### config.mk
export PLATFORM = sky130hd
export DESIGN_NAME = ebus_wr_seq
export DESIGN_NICKNAME = d
export VERILOG_FILES = /design/src/rtl/ebus_wr_pkg.sv /design/src/rtl/ebus_wr_sync.sv /design/src/rtl/ebus_wr_timeline.sv /design/src/rtl/ebus_wr_strobes.sv /design/src/rtl/ebus_wr_seq.sv
export SDC_FILE = /design/constraint.sdc
export NUM_CORES = 1
export LEC_CHECK = 0
export BUFFER_PORTS_ARGS = -buffer_cell sky130_fd_sc_hd__buf_2
export CAP_MARGIN = 10
export CORE_ASPECT_RATIO = 1.5
export CORE_MARGIN = 2
export CORE_UTILIZATION = 36
export DETAILED_ROUTE_END_ITERATION = 6
export HOLD_SLACK_MARGIN = 0.03
export PLACE_DENSITY_LB_ADDON = 0.25
export SLEW_MARGIN = 40
export SYNTH_ARGS = -nofsm -noshare
export SYNTH_HDL_FRONTEND = slang
export SYNTH_SLANG_ARGS = --single-unit
### constraint.sdc
create_clock -name clk_i -period 4.1 [get_ports clk_i]
set_input_delay 0.615 -clock clk_i [delete_from_list [all_inputs] [get_ports clk_i]]
set_output_delay 0.615 -clock clk_i [all_outputs]
set_load 0.01 [all_outputs]
### src/rtl/ebus_wr_pkg.sv
package ebus_wr_pkg;

  typedef enum logic [1:0] {
    WM_NONE  = 2'b00,
    WM_RSV1  = 2'b01,
    WM_RSV2  = 2'b10,
    WM_READY = 2'b11
  } wait_mode_e;

  // A zero pulse count still yields one strobe cycle.
  function automatic int unsigned eff_pulse(input int unsigned p);
    return (p == 0) ? 1 : p;
  endfunction

  // Length of an access without stall, in cycles.
  function automatic int unsigned access_len(input int unsigned s,
                                             input int unsigned p,
                                             input int unsigned h);
    return s + eff_pulse(p) + h;
  endfunction

  // Index of the last write-pulse cycle on the access timeline.
  function automatic int unsigned last_pulse_idx(input int unsigned s,
                                                 input int unsigned p);
    return s + eff_pulse(p) - 1;
  endfunction

  // True when position t lies in [lo, lo+len).
  function automatic logic in_window(input int unsigned t,
                                     input int unsigned lo,
                                     input int unsigned len);
    return (t >= lo) && (t < lo + len);
  endfunction

endpackage

### src/rtl/ebus_wr_sync.sv
module ebus_wr_sync #(
  parameter int STAGES = 2
) (
  input  logic clk_i,
  input  logic rst_n,
  input  logic async_n_i,
  output logic hit_o
);
  logic [STAGES-1:0] sh_q;

  generate
    if (STAGES == 1) begin : g_one
      always_ff @(posedge clk_i or negedge rst_n) begin
        if (!rst_n) sh_q <= '1;
        else        sh_q <= async_n_i;
      end
    end else begin : g_many
      always_ff @(posedge clk_i or negedge rst_n) begin
        if (!rst_n) sh_q <= '1;
        else        sh_q <= {sh_q[STAGES-2:0], async_n_i};
      end
    end
  endgenerate

  // Active-low input: asserted when the last stage reads 0.
  assign hit_o = ~sh_q[STAGES-1];
endmodule

### src/rtl/ebus_wr_timeline.sv
module ebus_wr_timeline #(
  parameter int TW = 8
) (
  input  logic          clk_i,
  input  logic          rst_n,
  input  logic          go_i,
  input  logic [TW-1:0] len_i,
  input  logic [TW-1:0] last_pulse_i,
  input  logic          wait_en_i,
  input  logic          wait_hit_i,
  output logic          busy_o,
  output logic [TW-1:0] pos_o,
  output logic          at_last_pulse_o,
  output logic          stall_o,
  output logic          done_o
);
  logic at_final;

  assign at_last_pulse_o = busy_o && (pos_o == last_pulse_i);
  assign stall_o         = at_last_pulse_o && wait_en_i && wait_hit_i;
  assign at_final        = busy_o && (pos_o == len_i - TW'(1));

  always_ff @(posedge clk_i or negedge rst_n) begin
    if (!rst_n) begin
      busy_o <= 1'b0;
      pos_o  <= '0;
      done_o <= 1'b0;
    end else begin
      done_o <= 1'b0;
      if (!busy_o) begin
        if (go_i) begin
          busy_o <= 1'b1;
          pos_o  <= '0;
        end
      end else if (stall_o) begin
        pos_o <= pos_o;
      end else if (at_final) begin
        busy_o <= 1'b0;
        done_o <= 1'b1;
      end else begin
        pos_o <= pos_o + TW'(1);
      end
    end
  end
endmodule

### src/rtl/ebus_wr_strobes.sv
module ebus_wr_strobes #(
  parameter int TW = 8
) (
  input  logic          busy_i,
  input  logic [TW-1:0] pos_i,
  input  logic [TW-1:0] we_lo_i,
  input  logic [TW-1:0] we_len_i,
  input  logic [TW-1:0] cs_lo_i,
  input  logic [TW-1:0] cs_len_i,
  output logic          ncs_n_o,
  output logic          nwe_n_o,
  output logic          oe_o
);
  import ebus_wr_pkg::*;

  logic we_on, cs_on;

  always_comb begin
    we_on = in_window(int'(pos_i), int'(we_lo_i), int'(we_len_i));
    cs_on = in_window(int'(pos_i), int'(cs_lo_i), int'(cs_len_i));
  end

  assign nwe_n_o = ~(busy_i && we_on);
  assign ncs_n_o = ~(busy_i && cs_on);
  assign oe_o    = busy_i;
endmodule

### src/rtl/ebus_wr_seq.sv
module ebus_wr_seq #(
  parameter int AW  = 24,
  parameter int DW  = 32,
  parameter int BEW = 4,
  parameter int CW  = 6
) (
  input  logic           clk_i,
  input  logic           rst_n,
  input  logic           start_i,
  input  logic [AW-1:0]  addr_i,
  input  logic [DW-1:0]  data_i,
  input  logic [BEW-1:0] be_i,
  input  logic [CW-1:0]  we_setup_i,
  input  logic [CW-1:0]  we_pulse_i,
  input  logic [CW-1:0]  we_hold_i,
  input  logic [CW-1:0]  cs_setup_i,
  input  logic [CW-1:0]  cs_pulse_i,
  input  logic [1:0]     wait_mode_i,
  input  logic           nwait_n_i,
  output logic           ncs_n_o,
  output logic           nwe_n_o,
  output logic [AW-1:0]  addr_o,
  output logic [BEW-1:0] be_n_o,
  output logic [DW-1:0]  data_o,
  output logic           data_oe_o,
  output logic           done_o
);
  import ebus_wr_pkg::*;

  localparam int TW = CW + 2;

  logic           busy, accept, stall, at_last_pulse, wait_hit;
  logic [TW-1:0]  pos;
  logic [AW-1:0]  q_addr;
  logic [DW-1:0]  q_data;
  logic [BEW-1:0] q_be;
  logic [CW-1:0]  q_ws, q_wp, q_wh, q_cs, q_cp;
  logic           q_ready;
  logic [TW-1:0]  len, last_idx, we_lo, we_len, cs_lo, cs_len;

  assign accept = start_i && !busy;

  always_ff @(posedge clk_i or negedge rst_n) begin
    if (!rst_n) begin
      q_addr  <= '0;
      q_data  <= '0;
      q_be    <= '0;
      q_ws    <= '0;
      q_wp    <= '0;
      q_wh    <= '0;
      q_cs    <= '0;
      q_cp    <= '0;
      q_ready <= 1'b0;
    end else if (accept) begin
      q_addr  <= addr_i;
      q_data  <= data_i;
      q_be    <= be_i;
      q_ws    <= we_setup_i;
      q_wp    <= we_pulse_i;
      q_wh    <= we_hold_i;
      q_cs    <= cs_setup_i;
      q_cp    <= cs_pulse_i;
      q_ready <= (wait_mode_e'(wait_mode_i) == WM_READY);
    end
  end

  always_comb begin
    len      = TW'(access_len(int'(q_ws), int'(q_wp), int'(q_wh)));
    last_idx = TW'(last_pulse_idx(int'(q_ws), int'(q_wp)));
    we_lo    = TW'(q_ws);
    we_len   = TW'(eff_pulse(int'(q_wp)));
    cs_lo    = TW'(q_cs);
    cs_len   = TW'(q_cp);
  end

  ebus_wr_sync #(.STAGES(2)) sync_i (
    .clk_i     (clk_i),
    .rst_n     (rst_n),
    .async_n_i (nwait_n_i),
    .hit_o     (wait_hit)
  );

  ebus_wr_timeline #(.TW(TW)) tl_i (
    .clk_i           (clk_i),
    .rst_n           (rst_n),
    .go_i            (accept),
    .len_i           (len),
    .last_pulse_i    (last_idx),
    .wait_en_i       (q_ready),
    .wait_hit_i      (wait_hit),
    .busy_o          (busy),
    .pos_o           (pos),
    .at_last_pulse_o (at_last_pulse),
    .stall_o         (stall),
    .done_o          (done_o)
  );

  ebus_wr_strobes #(.TW(TW)) stb_i (
    .busy_i   (busy),
    .pos_i    (pos),
    .we_lo_i  (we_lo),
    .we_len_i (we_len),
    .cs_lo_i  (cs_lo),
    .cs_len_i (cs_len),
    .ncs_n_o  (ncs_n_o),
    .nwe_n_o  (nwe_n_o),
    .oe_o     (data_oe_o)
  );

  assign addr_o = q_addr;
  assign data_o = q_data;
  assign be_n_o = busy ? ~q_be : '1;
endmodule

# ---- Word level (Yosys, flattened, before mapping)
# Cells that the tools add are included.
dict set report classes {
  addsub 7
  n_lt_le_gt_ge 4
  n_eq_ne 5
  muxes 13
  bitwise 4
  reduce_logical 13
}
# operator count
set ops {}
lappend ops {{$lt A8 B32 Y1} 2}
lappend ops {{$mux W8} 4}
lappend ops {{$add A6 B6 Y7} 3}
lappend ops {{$eq A8 B8 Y1} 2}
lappend ops {{$ge A8 B6 Y1} 2}
lappend ops {{$sub A8 B1 Y8 const B} 2}
lappend ops {{$logic_and A1 B1 Y1} 9}
lappend ops {{$add A8 B1 Y8 const B} 1}
lappend ops {{$add A8 B6 Y8} 1}
lappend ops {{$mux W1} 7}
lappend ops {{$logic_not A6 Y1} 1}
lappend ops {{$mux W6} 1}
lappend ops {{$mux W4} 1}
lappend ops {{$ne A2 B2 Y1 const B} 2}
lappend ops {{$not A4 Y4} 1}
lappend ops {{$not A1 Y1} 3}
lappend ops {{$reduce_and A3 Y1} 1}
lappend ops {{$eq A2 B2 Y1 const B} 1}
lappend ops {{$reduce_bool A2 Y1} 1}
lappend ops {{$logic_not A1 Y1} 1}
dict set report word_totals {
  reg_bits 103
  input_bits 96
  output_inout_bits 64
  wordCells 59
}

# ---- Logic depth before layout (Yosys ltp)
# Gate-level depths: netlist of the first run.
dict set report logic_depth {
  word_depth 10
  ltp_mapped 18
  ltp_nobuf 18
}

# ---- Modules after synthesis
# From an unflattened synthesis of the first run, not the netlist that was laid out.
dict set report unflattened {
  cells_unflattened 561
  area_unflattened_um2 6291.0
}
# mod instances cells_each area_per_inst_um2 seq_area_each_um2
set by_module_without_submodules {}
lappend by_module_without_submodules {ebus_wr_seq 1 278 3997.6 2277.2}
lappend by_module_without_submodules {ebus_wr_strobes 1 166 1285.0 0.0}
lappend by_module_without_submodules {ebus_wr_timeline 1 114 952.2 250.2}
lappend by_module_without_submodules {ebus_wr_sync 1 3 56.3 52.6}

# ---- Worst setup path after synthesis of the first run
# Ideal clock, no wire load.
dict set report synth_timing {
  path_kind {register -> register}
  from {register q_wp[1]}
  to {register tl_i.pos_o[5]}
  setup_time_ns 0.078
  arrival_time_ns 4.280
  t_required_ns 4.022
  path_slack_ns -0.258
  path_stages_with_launch 19
  n_path_buf 0
  period_less_slack_ns 4.358
  path_cell_list {dfrtp_1 -> or4_1 -> o21bai_1 -> ha_1 -> fa_1 -> inv_1 -> ha_1 -> inv_1 -> ha_1 -> inv_1 -> fa_1 -> nor2b_1 -> o21a_1 -> o2111ai_1 -> o311ai_2 -> xor2_1 -> nor2_1 -> or4_1 -> a21oi_1}
}
dict set report synth_between {
  elab_chain_cells 10
  elab_cells_between_ends 15
  classes_between {add/sub: 4; eq/ne: 4; mux: 1; reduce/logical: 6}
}
# item line
set synth_lines {}
lappend synth_lines {{start, declared} ebus_wr_seq.sv:37} ;# logic [CW-1:0] q_ws, q_wp, q_wh, q_cs, q_cp;
lappend synth_lines {{start signal, assigned} ebus_wr_seq.sv:59} ;# q_wp <= we_pulse_i;
lappend synth_lines {{$logic_not A6 Y1} ebus_wr_pkg.sv:12} ;# return (p == 0) ? 1 : p;
lappend synth_lines {{$mux W6 (*)} ebus_wr_pkg.sv:12}
lappend synth_lines {{$add A6 B6 Y7 (*)} {ebus_wr_pkg.sv:19, ebus_wr_pkg.sv:25}}
lappend synth_lines {{branches (longest 6 deep; another with $add A8 B6 Y8)} --}
lappend synth_lines {{$reduce_and A3 Y1 (no source line) (*)} --}
lappend synth_lines {{end signal, assigned} ebus_wr_timeline.sv:36} ;# pos_o <= pos_o;
lappend synth_lines {{end signal, assigned} ebus_wr_timeline.sv:41} ;# pos_o <= pos_o + TW'(1);
lappend synth_lines {{end, declared} ebus_wr_timeline.sv:12} ;# output logic [TW-1:0] pos_o,
# Every way passes the cells marked *.
# A chain may end at the register's enable or synchronous reset.

# ---- Worst setup path in the final report of the first run
dict set report layout_timing {
  from {register q_wp[5]}
  to {output port nwe_n_o}
}
dict set report layout_between {
  elab_chain_cells 7
}
# item line
set layout_lines {}
lappend layout_lines {{$logic_not A6 Y1} ebus_wr_pkg.sv:12}
lappend layout_lines {{$mux W6 (*)} ebus_wr_pkg.sv:12}
lappend layout_lines {{$add A6 B6 Y7 (*)} ebus_wr_pkg.sv:32} ;# return (t >= lo) && (t < lo + len);
lappend layout_lines {{$lt A8 B32 Y1 (*)} ebus_wr_pkg.sv:32}
lappend layout_lines {{$logic_and A1 B1 Y1 (*)} ebus_wr_pkg.sv:32}
lappend layout_lines {{$logic_and A1 B1 Y1 (*)} ebus_wr_strobes.sv:23} ;# assign nwe_n_o = ~(busy_i && we_on);
lappend layout_lines {{$not A1 Y1 (*)} ebus_wr_strobes.sv:23}
lappend layout_lines {{end, declared} ebus_wr_seq.sv:21} ;# output logic nwe_n_o,
# Mark *: on every way between the ends. The rest lies on a longest branch, timed or not.

==> results of run 1 <==
-- stage by stage --
| stage | std cells | util, % | TNS (ns) | power (mW) | hold slack [ns] |
|---|---|---|---|---|---|
| after floorplan | 677 | - | -0.2726 | 5.250 | 0.3194 |
| after global placement | 1050 | 44.46 | -1.054 | 6.946 | 0.3517 |
| after detailed placement | 1050 | 44.46 | -2.024 | 7.034 | 0.3510 |
| after CTS | 1083 | 48.11 | -1.735 | 8.464 | 0.3003 |
| after global routing | 1086 | 48.59 | -3.045 | 9.356 | 0.3144 |
| final | 1086 | 48.59 | -1.724 | 8.594 | 0.2710 |
-- kinds of logic after synthesis --
| logic type | Yosys count |
|---|---|
| adders and majority gates | 51 |
| xor gates and xnor gates | 21 |
| buffers and inverters | 68 |
| muxes | 2 |
| and+or+nand+nor | 332 |
| DFF | 103 |
| AOI/OAI and AO/OA | 100 |
-- worst min path at each step --
stage / from / endpoint / slack, ns / cells after the start
after floorplan: rst_n / addr_o[0] / 0.32 / 0
after global placement: sync_i.sh_q[0] / sync_i.sh_q[1] / 0.35 / 0
after detailed placement: sync_i.sh_q[0] / sync_i.sh_q[1] / 0.35 / 0
after CTS: rst_n / data_o[6] / 0.30 / 1
after global routing: rst_n / data_o[6] / 0.31 / 1
final: rst_n / data_o[6] / 0.27 / 1
-- repair_timing --
| action | in CTS | in global routing |
|---|---|---|
| endpoints found under the setup margin | 11 | 11 |
| gates cloned | 0 | 0 |
| buffers inserted | 17 | 2 |
| resized for setup | 25 | 11 |
| pin swaps | 23 | 14 |
-- final cells by class --
| cell class | count | area [µm²] |
|---|---|---|
| multi-input cells | 506 | 3218 |
| flip-flops and latches | 103 | 2580 |
| well taps | 206 | 257.7 |
| inverters | 36 | 137.6 |
| fillers | 1590 | 8249 |
| repair buffers | 217 | 1274 |
| clock buffers | 9 | 225.2 |
| clock inverters | 7 | 100.1 |
| diodes | 2 | 5.005 |
-- sequential cells by signal, indices dropped and copies added (netlist names) --
signal,flops
sync_i.sh_q,2
q_cp,6
tl_i.done_o,1
q_cs,6
tl_i.busy_o,1
q_wh,6
data_o,32
q_ws,6
q_wp,6
addr_o,24
q_be,4
q_ready,1
tl_i.pos_o,8
-- Yosys cell counts (3+ instances only) --
library cell | number | area (µm²)
a211oi_1 | 6 | 45.04
a21o_1 | 11 | 82.58
a21oi_1 | 18 | 90.09
buf_6 | 3 | 33.78
clkbuf_1 | 27 | 101.4
dfrtp_1 | 101 | 2527
fa_1 | 3 | 60.06
ha_1 | 47 | 588.1
inv_1 | 35 | 131.4
nand2_1 | 261 | 979.7
nand2b_1 | 13 | 81.33
nand3_1 | 4 | 20.02
nand4_1 | 4 | 25.02
nor2_1 | 14 | 52.55
nor2b_1 | 5 | 31.28
nor3_1 | 7 | 35.03
o2111ai_1 | 5 | 43.79
o211ai_1 | 3 | 22.52
o21a_1 | 3 | 22.52
o21ai_0 | 19 | 95.09
o21bai_1 | 4 | 30.03
o22ai_1 | 5 | 31.28
o31ai_1 | 4 | 30.03
or2_2 | 5 | 31.28
or4_1 | 6 | 45.04
xnor2_1 | 12 | 105.1
xor2_1 | 8 | 70.07
-- per-layer routing --
metal  up-vias  GRT usage (%)  routed length [µm]
met3        29          2.939                 609
met5         -              0                   0
li1       2628              -                   -
met4         0          7.751                 576
met1      2496          22.72                6418
met2       131          35.53                8713
-- worst max-delay path, stage by stage, from the launching register on --
cell      delay (ns)
dfrtp_1         0.40
or4_4           0.56
o21bai_4        0.18
ha_4            0.16
fa_2            0.46
inv_4           0.07
ha_1            0.21
nor2b_1         0.12
o21ai_1         0.10
nand2b_1        0.07
a21oi_2         0.11
maj3_2          0.19
a21oi_1         0.06
o21a_1          0.18
or4_1           0.38
buf_2           0.15
-- report_power, final --
group          total, mW  switching (mW)  internal (mW)
Combinational       5.86            2.93           2.93
Clock              0.926           0.431          0.495
Sequential          1.80           0.351           1.45
Total               8.59            3.72           4.88
-- cell usage in the layout, fill, tap and decap left out, types with 3 or more instances in the layout --
master and instances:
a211oi_1 6, a21o_1 11, a21oi_1 16, buf_2 158
buf_4 53, buf_6 4, clkbuf_16 9, dfrtp_1 101
ha_1 41, ha_4 4, inv_1 32, inv_2 3
nand2_1 260, nand2b_1 12, nand3_1 3, nand4_1 4
nor2_1 13, nor2b_1 4, nor3_1 5, o2111ai_2 3
o211ai_1 3, o21a_1 3, o21ai_0 18, o21ai_1 3
o21bai_1 3, o22ai_1 3, o31ai_1 4, or2_2 4
or4_1 5, xnor2_1 12, xor2_1 7
==> qor.yml, run 1 <==
global_route:
  grt_max_degree: 76
  grt.overflow.total: 0
  grt_pass1_vias: 5432
  grt_use_total_pct: 19.60
  antenna_found_initial: 2
  grt_first_pass_wirelength_um: 26770
drt:
  first_pass_iters: 4
  vias: 5284
  ant_nets: 0
  drt_iter0_markers: 207
  wl_um: 16320
  vias_per_cell: 4.866
  wl_per_cell_um: 15.02
  drc_errors: 0
timing:
  rsz0062_at_grt: "yes"
  finClkSkew_ns: 0.009161
  max_freq_mhz: 228.8
  tightest_slew_ns: 0.7431
  hold_viol: 0
  relSlewSlack_pct: 50.36
  period_share_pct: 106.6
  setup_ws_ns: -0.2712
  setup_viol: 9
  min_period_ns: 4.371
  slew_violations: 0
logic_synthesis:
  synth_cell_types: 63
  synth_mux_area_share_pct: 0.3422
  synth_edf_count: 0
  yosysWarnings: 0
  synth-main-ff-cell: "dfrtp_1"
  synthCells: 677
  avgSynthCellArea_um2: 8.642
  synth_adder_area_share_pct: 11.25
  synth_top_family_by_area: "simple AND/OR/NAND/NOR gates"
  synth-seq-cells: 103
  synth_compound_area_share_pct: 12.28
  yosysSeqAreaShare_pct: 44.10
  synth-async-reset-ratio_pct: 100.0
  synth_xor_area_share_pct: 3.272
  syn_area_um2: 5851
  yosys.area_share.simple_pct: 24.02
  syn_nets: 823
setup_path:
  cp_max_fo: 2
  worstPathRequired_ns: 3.48
  r2r_slack_ns: -0.21
  crit_end: "nwe_n_o"
  reg2reg_to: "tl_i.pos_o[2]"
  r2r_start: "q_wp[5]"
  startpoint_type: "flip-flop"
  crit_type: "flip-flop to output port"
  cp-startpoint: "q_wp[5]"
  cp-end-kind: "output port"
  critPathArrivalTime_ns: 3.76
  r2r_cells: 20
floorplanning:
  design.core.area_um2: 16050
  io_pins: 160
  die_h_um: 160.1
  dieArea_um2: 17310
  std_cell_rows: 57
  start_util_pct: 36.46
  dieWidth_um: 108.1
clock_network:
  clock_latency_ns: 0.34
  cts_max_path_buffers: 2
  htree_levels: 3
  root_buffer: "clkbuf_16"
  hold_buffers: 0
  cts_made_buffers: 9
  cts_tree: "yes"
  cts.sinks: 103
  clk_pin_slew_ns: 0.08
power_and_ir_drop:
  power_density_nw_per_um2: 1102
  ir_drop_uv: 473.3
  power_leakage_nw: 4.115
status:
  violations: "negative setup slack"
  status: "complete, but fails checks"
min_path:
  hp-class: "input pin to asynchronous set/reset pin"
layout:
  drive_above_1_share_pct: 32.35
  stdcell_area_um2: 7797
  area_growth_pct: 33.28
  nNetsFinal: 1019
placement:
  preCtsSetupSlack_ns: -0.2495
  numPortBuffers: 159
  dpl.hpwl_um: 12150
  gp_congestion: 0.8421
  placed_cell_area_um2: 7134
flow_run:
  drv_cap: 0
Note: power is estimated with default switching activity, not from simulation.
==> inputs of run 2 (changes only) <==
CELL_PAD_IN_SITES_DETAIL_PLACEMENT = 0   (was unset)
CELL_PAD_IN_SITES_GLOBAL_PLACEMENT = 1   (was unset)
CORE_UTILIZATION = 35   (was 36)
==> run 2 against run 1 <==
- the run still ends with negative setup slack left
- register-to-register slack is essentially flat
- hold slack lost 0.016 ns
- wire length grew 0.56%
- die area grew 2.8%
- clock skew shrank 0.0023 ns
- sequential share of layout area grew 0.58 points
- critical endpoint unchanged
- largest cell class unchanged
- largest power group unchanged
==> qor.yml, run 2 (synthesis gave the netlist of run 1 again) <==
placement:
  numPortBuffers: 159
  preCtsSetupSlack_ns: -0.2334
  gp_congestion: 0.8663
  dpl.hpwl_um: 12230
floorplanning:
  std_cell_rows: 57
  dieWidth_um: 109.6
  die_h_um: 162.4
  design.core.area_um2: 16260
  io_pins: 160
  start_util_pct: 35.98
  dieArea_um2: 17790
layout:
  nFillCells: 1654
  layout_commonest_cell: "nand2_1"
  register_area_um2: 2581
  drive_above_1_share_pct: 32.38
  nNetsFinal: 1012
  most-common-layout-cells: "nand2_1, buf_2, dfrtp_1, buf_4, ha_1"
  multi_input_comb_area_um2: 3214
  area_growth_pct: 31.05
  largest_register_ffs: 32
power_and_ir_drop:
  p_int_mw: 4.781
  power.switching_mw: 3.691
  seqPwrFrac_pct: 21.5
  power_mw: 8.472
  power_density_nw_per_um2: 1105
  combinationalPowerShare_pct: 68.9
  switching_share_pct: 43.57
  power_leakage_nw: 4.057
  clockPowerShare_pct: 9.6
  ir_drop_uv: 1010
timing:
  finClkSkew_ns: 0.006856
  max_freq_mhz: 227.6
  setup_viol: 11
  rsz0062_at_grt: "yes"
  period_share_pct: 107.2
  tightest_slew_ns: 0.7905
  setup_ws_ns: -0.2935
  relSlewSlack_pct: 47.30
  min_period_ns: 4.393
  slew_violations: 0
  hold_viol: 0
clock_network:
  root_buffer: "clkbuf_16"
  clock_latency_ns: 0.34
  cts.sinks: 103
  cts_max_path_buffers: 2
  htree_levels: 3
  cts_tree: "yes"
  cts_made_buffers: 9
  clk_pin_slew_ns: 0.07
  hold_buffers: 0
setup_path:
  worstPathRequired_ns: 3.48
  cp-end-kind: "output port"
  cp_common_cell: "or4_1"
  crit_type: "flip-flop to output port"
  r2r_start: "q_wp[2]"
  worst-path-buf-inv: 2
  critPathArrivalTime_ns: 3.78
  critPathTopFamily: "simple AND/OR/NAND/NOR gates"
  r2r_slack_ns: -0.22
  cp_max_fo: 2
  startpoint_type: "flip-flop"
  cpPeakStageDelay_ns: 0.52
  cp_slowest_cell: "or4_1"
  r2r_cells: 21
  path_cells: "or4_1, o21bai_1, ha_2, fa_2, inv_2, ha_1, nor2b_1, o21ai_1, nand2b_1, a21oi_2, maj3_2, a21oi_1, o21a_1, or4_1, buf_2"
  reg2reg_to: "tl_i.pos_o[6]"
drt:
  drc_errors: 0
  wl_um: 16410
  ant_nets: 0
  first_pass_iters: 5
  vias: 5256
  wl_per_cell_um: 15.22
  vias_per_cell: 4.876
  drt_iter0_markers: 264
global_route:
  grt.overflow.total: 0
  grt_use_total_pct: 19.05
  grt_pass1_vias: 5503
  antenna_found_initial: 1
  grt_max_degree: 109
  grt_first_pass_wirelength_um: 26680
min_path:
  hp-class: "input pin to asynchronous set/reset pin"
status:
  violations: "negative setup slack"
  status: "complete, but fails checks"
flow_run:
  drv_cap: 0
==> run 2: changes by cell type in the layout (fill, tap and decap cells not counted), sizes merged <==
cell      previous run  this run
buf                217       210
clkinvlp             0         1
bufinv               1         0
diode                2         1
==> run 2: cell type report <==
class	instances	share of cell area, %
Inverter	36	1.762
Multi-Input combinational cell	506	41.92
Antenna cell	1	0.03264
Clock buffer	9	2.937
Tap cell	206	3.362
Timing Repair Buffer	210	15.60
Clock inverter	7	0.7180
Sequential cell	103	33.67
==> run 2: worst max-delay path by stage <==
stage,startpoint,end,slack (ns),cells after the start
floorplan,q_wp[5],tl_i.pos_o[5],-0.11,18
global placement,q_wp[5],tl_i.pos_o[3],-0.14,19
detailed placement,q_wp[5],tl_i.pos_o[3],-0.23,17
CTS,q_wp[2],nwe_n_o,-0.32,15
global route,q_wp[2],nwe_n_o,-0.48,16
finish,q_wp[2],nwe_n_o,-0.29,15
==> run 2: routing by layer <==
layer | track usage, % | wire length [µm]
met1 | 22.25 | 6558
met2 | 34.34 | 8689
met3 | 3.281 | 773
met4 | 6.904 | 388
met5 | 0 | 0
==> run 2: power by group through the flow <==
stage | Sequential [mW] | Combinational [mW] | Clock, mW
2_1_floorplan | 1.84 | 3.41 | 0
3_3_place_gp | 1.81 | 5.07 | 0
3_5_place_dp | 1.83 | 5.19 | 0
4_1_cts | 1.82 | 5.51 | 0.839
5_1_grt | 1.88 | 6.48 | 0.886
6_report | 1.82 | 5.84 | 0.813
==> run 2: timing repair <==
item                       in CTS  in global routing
hold endpoints to repair        0                  0
buffers inserted               10                  3
pin swaps                      19                 15
setup endpoints to repair      11                 11
resized for setup              14                 20
==> run 2: per-stage QoR <==
step | cells | cell area [µm²] | setup TNS, ns | hold slack [ns] | utilization [%]
floorplan | 677 | 5898 | -0.2726 | 0.3194 | -
global placement | 1050 | 7122 | -0.8078 | 0.3480 | 43.80
detailed placement | 1050 | 7126 | -1.576 | 0.3487 | 43.82
CTS | 1075 | 7542 | -1.688 | 0.2738 | 46.38
global route | 1078 | 7667 | -3.680 | 0.2935 | 47.15
finish | 1078 | 7667 | -1.687 | 0.2552 | 47.15
